### src/rtl/sdps_pkg.sv
package sdps_pkg;

    // Default geometry of the selector
    localparam int SDPS_IDX_W   = 10;
    localparam int SDPS_FIELD_W = 5;
    localparam int SDPS_CNT_W   = 10;

    // Outcome of one access, as seen by the score counter
    typedef enum logic [1:0] {
        VOTE_NONE = 2'd0,
        VOTE_UP   = 2'd1,
        VOTE_DN   = 2'd2
    } vote_e;

endpackage

### src/rtl/sdps_sample_decode.sv
module sdps_sample_decode #(
    parameter int IDX_W   = sdps_pkg::SDPS_IDX_W,
    parameter int FIELD_W = sdps_pkg::SDPS_FIELD_W
) (
    input  logic [IDX_W-1:0] set_i,
    output logic             sampled_o
);
    localparam int MID_W = IDX_W - 2 * FIELD_W;

    logic [FIELD_W-1:0] low_f;
    logic [FIELD_W-1:0] high_f;
    logic               mid_zero;

    assign low_f  = set_i[FIELD_W-1:0];
    assign high_f = set_i[IDX_W-1 -: FIELD_W];

    generate
        if (MID_W > 0) begin : g_mid
            assign mid_zero = (set_i[IDX_W-FIELD_W-1:FIELD_W] == '0);
        end else begin : g_nomid
            assign mid_zero = 1'b1;
        end
    endgenerate

    // fixed sampling rule
    assign sampled_o = mid_zero && (low_f == high_f);

endmodule

### src/rtl/sdps_vote.sv
module sdps_vote
    import sdps_pkg::*;
(
    input  logic  valid_i,
    input  logic  sampled_i,
    input  logic  p0_miss_i,
    input  logic  p1_miss_i,
    output vote_e vote_o
);
    always_comb begin
        vote_o = VOTE_NONE;
        if (valid_i && sampled_i) begin
            if (p0_miss_i && !p1_miss_i) begin
                vote_o = VOTE_UP;
            end else if (!p0_miss_i && p1_miss_i) begin
                vote_o = VOTE_DN;
            end
        end
    end

endmodule

### src/rtl/sdps_sat_counter.sv
module sdps_sat_counter
    import sdps_pkg::*;
#(
    parameter int CNT_W = SDPS_CNT_W
) (
    input  logic             clk,
    input  logic             rst_n,
    input  vote_e            vote_i,
    output logic [CNT_W-1:0] cnt_o
);
    localparam logic [CNT_W-1:0] CNT_MAX = {CNT_W{1'b1}};
    localparam logic [CNT_W-1:0] CNT_MID = {1'b1, {(CNT_W-1){1'b0}}};

    typedef struct packed {
        logic [CNT_W-1:0] cnt;
    } state_t;

    state_t s_d, s_q;

    always_comb begin
        s_d = s_q;
        case (vote_i)
            VOTE_UP: if (s_q.cnt != CNT_MAX) s_d.cnt = s_q.cnt + 1'b1;
            VOTE_DN: if (s_q.cnt != '0)      s_d.cnt = s_q.cnt - 1'b1;
            default: s_d = s_q;
        endcase
    end

    always_ff @(posedge clk) begin
        if (!rst_n) begin
            s_q.cnt <= CNT_MID;
        end else begin
            s_q <= s_d;
        end
    end

    assign cnt_o = s_q.cnt;

    assert_inc_R4: assert property (@(posedge clk) disable iff (!rst_n)
        (vote_i == VOTE_UP && s_q.cnt != CNT_MAX) |=> s_q.cnt == $past(s_q.cnt) + 1'b1);

    assert_dec_R5: assert property (@(posedge clk) disable iff (!rst_n)
        (vote_i == VOTE_DN && s_q.cnt != '0) |=> s_q.cnt == $past(s_q.cnt) - 1'b1);

    assert_hold_R7: assert property (@(posedge clk) disable iff (!rst_n)
        (vote_i == VOTE_NONE) |=> $stable(s_q.cnt));

    assert_no_overflow_R8: assert property (@(posedge clk) disable iff (!rst_n)
        (s_q.cnt == CNT_MAX && vote_i != VOTE_DN) |=> s_q.cnt == CNT_MAX);

    assert_no_underflow_R9: assert property (@(posedge clk) disable iff (!rst_n)
        (s_q.cnt == '0 && vote_i != VOTE_UP) |=> s_q.cnt == '0);

endmodule

### src/rtl/set_duel_selector.sv
module set_duel_selector
    import sdps_pkg::*;
#(
    parameter int IDX_W   = SDPS_IDX_W,
    parameter int FIELD_W = SDPS_FIELD_W,
    parameter int CNT_W   = SDPS_CNT_W
) (
    input  logic             clk,
    input  logic             rst_n,
    input  logic             acc_valid,
    input  logic [IDX_W-1:0] acc_set,
    input  logic             p0_miss,
    input  logic             p1_miss,
    output logic             set_sampled,
    output logic             follow_p1,
    output logic [CNT_W-1:0] duel_cnt
);
    vote_e vote;

    sdps_sample_decode #(.IDX_W(IDX_W), .FIELD_W(FIELD_W)) u_dec (
        .set_i     (acc_set),
        .sampled_o (set_sampled)
    );

    sdps_vote u_vote (
        .valid_i   (acc_valid),
        .sampled_i (set_sampled),
        .p0_miss_i (p0_miss),
        .p1_miss_i (p1_miss),
        .vote_o    (vote)
    );

    sdps_sat_counter #(.CNT_W(CNT_W)) u_cnt (
        .clk   (clk),
        .rst_n (rst_n),
        .vote_i(vote),
        .cnt_o (duel_cnt)
    );

    // follower sets take the score's top bit
    assign follow_p1 = duel_cnt[CNT_W-1];

    assert_gate_R7: assert property (@(posedge clk) disable iff (!rst_n)
        (vote != VOTE_NONE) |-> (acc_valid && set_sampled));

    assert_agree_R6: assert property (@(posedge clk) disable iff (!rst_n)
        (p0_miss == p1_miss) |-> (vote == VOTE_NONE));

endmodule

### config.mk
export PLATFORM = sky130hd
export DESIGN_NAME = set_duel_selector
export DESIGN_NICKNAME = d
export VERILOG_FILES = /design/src/rtl/sdps_pkg.sv /design/src/rtl/sdps_sample_decode.sv /design/src/rtl/sdps_vote.sv /design/src/rtl/sdps_sat_counter.sv /design/src/rtl/set_duel_selector.sv
export SDC_FILE = /design/constraint.sdc
export NUM_CORES = 1
export LEC_CHECK = 0
export ABC_AREA = 1
export BUFFER_PORTS_ARGS = -buffer_cell sky130_fd_sc_hd__buf_2
export CAP_MARGIN = 20
export CORE_MARGIN = 3
export CORE_UTILIZATION = 35
export CTS_CLUSTER_SIZE = 25
export DETAILED_ROUTE_END_ITERATION = 8
export PLACE_DENSITY = 0.67
export RECOVER_POWER = 50
export SYNTH_ARGS = -nofsm -noshare
export SYNTH_HDL_FRONTEND = slang
export SYNTH_SLANG_ARGS = --single-unit
### constraint.sdc
create_clock -name clk -period 2.6 [get_ports clk]
set_clock_uncertainty 0.15 [all_clocks]
set_input_delay 0.52 -clock clk [delete_from_list [all_inputs] [get_ports clk]]
set_output_delay 0.52 -clock clk [all_outputs]
set_load 0.005 [all_outputs]
==> qor.yml <==
run_status:
  status: "complete, no violations"
critical_path:
  path_buf_inv: 2
  crit_chain: "buf_2, xor2_1, nor2_1, and3_1, nand4_1, ha_4, buf_6, fa_2, nand2_2, nand3_4, nand2_2, xor2_1, nand2_1, nand2_1, nor2_1"
  worstPathRequired_ns: 2.64
  crit_path_end_kind: "flop"
  slowest_delay_ns: 0.34
  start_kind: "input port"
  cpMaxStageDelayCell: "fa_2"
  crit_type: "input port to flop"
  path_max_fanout: 5
  cp.arrival_ns: 2.49
  critPathTopFamily: "simple AND/OR/NAND/NOR gates"
layout:
  regArea_um2: 200
  fillers: 288
  largest_reg_flops: 10
  final_nets: 266
  fin_util_pct: 56.0
  final_area_um2: 1620
  multi_input_area_um2: 896
  drive_gt1_share_pct: 31.4
  syn_to_final_growth_pct: 45.5
  num_antenna_cells: 0
route:
  first_pass_iters: 4
  drt.antenna.violating_nets: 0
  vias_per_cell: 4.51
  wl_met1_mm: 1.35
  drc_errors: 0
  drt-total-wl_mm: 2.83
  topRoutingLayerUsed: "met4"
  wl_per_cell_um: 10.1
  wl_met3_um: 102
  met2_length_mm: 1.32
  vias: 1268
  dr.first_iter.drc_count: 69
timing:
  drv_slew: 0
  hold_ws_ns: 0.415
  tightest_slew_ns: 0.269
  grt_setup_unrepaired: "yes"
  finalHoldViolCount: 0
  setup_slack_ns: 0.150
  finalCriticalPeriod_ns: 2.45
  period_share_pct: 94.2
  slew_headroom_pct: 82.1
  setup_violations: 0
  max_freq_mhz: 408
synthesis:
  synth.distinct_cells: 21
  yosys_warnings: 0
  synth-xor-area-share_pct: 5.49
  synth_area_leaders: "nand2_1 23%, dfxtp_1 18%, inv_1 13%"
  synth_compound_area_share_pct: 5.04
  synth_largest_area_cell: "nand2_1"
  syn_area_um2: 1120
  ys_ff_latch: 10
  synthMuxAreaShare_pct: 0
  yosysSeqAreaShare_pct: 17.9
  synth_top_family_by_area: "simple AND/OR/NAND/NOR gates"
  yosysTopAreaCellShare_pct: 22.5
  synth-simple-area-share_pct: 42.9
  synth_cells: 193
  synth.avg_cell_area_um2: 5.78
  syn_nets: 219
  synthAdderAreaFrac_pct: 13.0
power_and_ir_drop:
  p_total_uw: 367
  leakagePower_uw: 0.000891
  pwr_density_cell_nw_per_um2: 226
  ir_drop_mv: 0.0918
clock_network:
  clk_latency_ns: 0.28
  numCtsBuffers: 3
  cts_max_path_buffers: 2
  cts_tree: "yes"
  cts.htree.levels: 1
  clock_sinks: 10
  clk_pin_slew_worst_paths_ns: 0.08
  cts_hold_buf: 0
  cts_root_buf: "clkbuf_4"
placement:
  placed_area_um2: 1400
  place_ws_ns: -0.331
  io_buffer_count: 26
  place_congestion: 0.828
  hpwl_mm: 2.14
die:
  die_area_um2: 3900
  die_h_um: 62.5
  start_util_pct: 38.5
  die_x_um: 62.5
  num_rows: 19
  coreArea_um2: 2900
  ios: 27
min_path:
  hold_path_class: "input port to flop"
global_route:
  overflow: 0
  grt_pass1_vias: 1104
  grt_max_degree: 12
  antenna_found_initial: 0
  grtUsageTotal_pct: 14.7
  grt_pass1_wl_mm: 4.69
run:
  max-cap-violations: 0
==> layout by cell type, fill, tap and decap left out <==
cell type,synthesis,routed
nand2_1,67,62
inv_1,39,39
buf_2,1,26
nor2_1,22,20
buf_4,1,16
nand3_1,13,10
dfxtp_1,10,10
ha_4,0,7
xor2_1,5,5
nand2_2,0,5
a21oi_2,0,5
nand4_1,4,4
a21oi_1,8,3
ha_1,10,3
clkbuf_4,0,3
xnor2_1,2,2
nand3b_1,2,2
nand3_4,1,2
nand3_2,0,2
nor2_2,0,2
buf_6,0,2
and3_1,1,1
nor3_1,2,1
nor3_2,0,1
or2_0,1,1
o21ai_2,1,1
a21boi_1,1,1
fa_2,0,1
clkbuf_8,0,1
buf_12,0,1
==> repair_timing <==
item / 4_1_cts / 5_1_grt
resized for setup: 1 / 30
pin swaps: 0 / 12
setup buffers: 0 / 4
gates cloned: 0 / 0
setup endpoints to repair: 3 / 7
==> power by group <==
part	total (uW)	switching (uW)	internal (uW)
clock	156	70.5	85.3
sequential	158	3.04	155
combinational	53.0	26.1	26.9
==> final timing paths <==
| check | from | end | slack [ns] | depth (start not counted) |
|---|---|---|---|---|
| worst max-delay path | acc_set[7] | u_cnt.cnt_o[4]$_SDFFE_PN0P_ | 0.15 | 15 |
| worst min-delay path | rst_n | u_cnt.cnt_o[2]$_SDFFE_PN0P_ | 0.41 | 3 |
| worst max register to register | u_cnt.cnt_o[4]$_SDFFE_PN0P_ | u_cnt.cnt_o[9]$_SDFFE_PN1P_ | 0.98 | 9 |
| worst min register to register | u_cnt.cnt_o[4]$_SDFFE_PN0P_ | u_cnt.cnt_o[4]$_SDFFE_PN0P_ | 0.43 | 4 |
==> area by class of cell <==
cell class                 count  area share (%)
multi-input combinational    141            55.2
timing repair buffer          45            18.0
inverter                      39            9.01
tap                           42            3.24
clock buffer                   4            2.23
sequential                    10            12.3
==> worst reg2reg max path: stages, from the launching register on <==
cell and delay (ns):
dfxtp_1 0.36, ha_1 0.38, nand2_1 0.10, nand2_1 0.08, inv_1 0.10, nand2_1 0.06, nand2_1 0.07, nand4_1 0.08
nand3_1 0.09, nand2_1 0.04
==> cell usage after synthesis <==
cell type   n
nand3_4     1
nand3_1    13
buf_4       1
xor2_1      5
nor2_1     22
nor3_1      2
or2_0       1
buf_2       1
nand4_1     4
a21boi_1    1
o21ai_2     1
xnor2_1     2
and3_1      1
nand2_1    67
nand3b_1    2
buf_8       1
a21oi_1     8
ha_1       10
inv_1      39
dfxtp_1    10
fa_1        1
==> metrics by stage <==
step	TNS [ns]	instances
3_5_place_dp	-2.28	273
6_report	0	281
2_1_floorplan	0	193
3_3_place_gp	-1.92	273
5_1_grt	0	281
4_1_cts	0	277
==> logic make-up (layout without fill, tap and decap cells) <==
logic type | after synthesis | after routing
AO/OA/AOI/OAI | 10 | 10
XOR/XNOR | 7 | 7
adder cells (fa/ha/maj) | 11 | 11
buffers and inverters | 42 | 88
flip-flops | 10 | 10
AND/OR/NAND/NOR | 113 | 113
==> per-layer routing <==
layer	GRT usage [%]	vias to the layer above
li1	-	678
met1	19.8	558
met2	23.4	27
met3	1.62	5
met4	6.61	0
met5	0	-
Note: power is estimated with default switching activity, not from simulation.
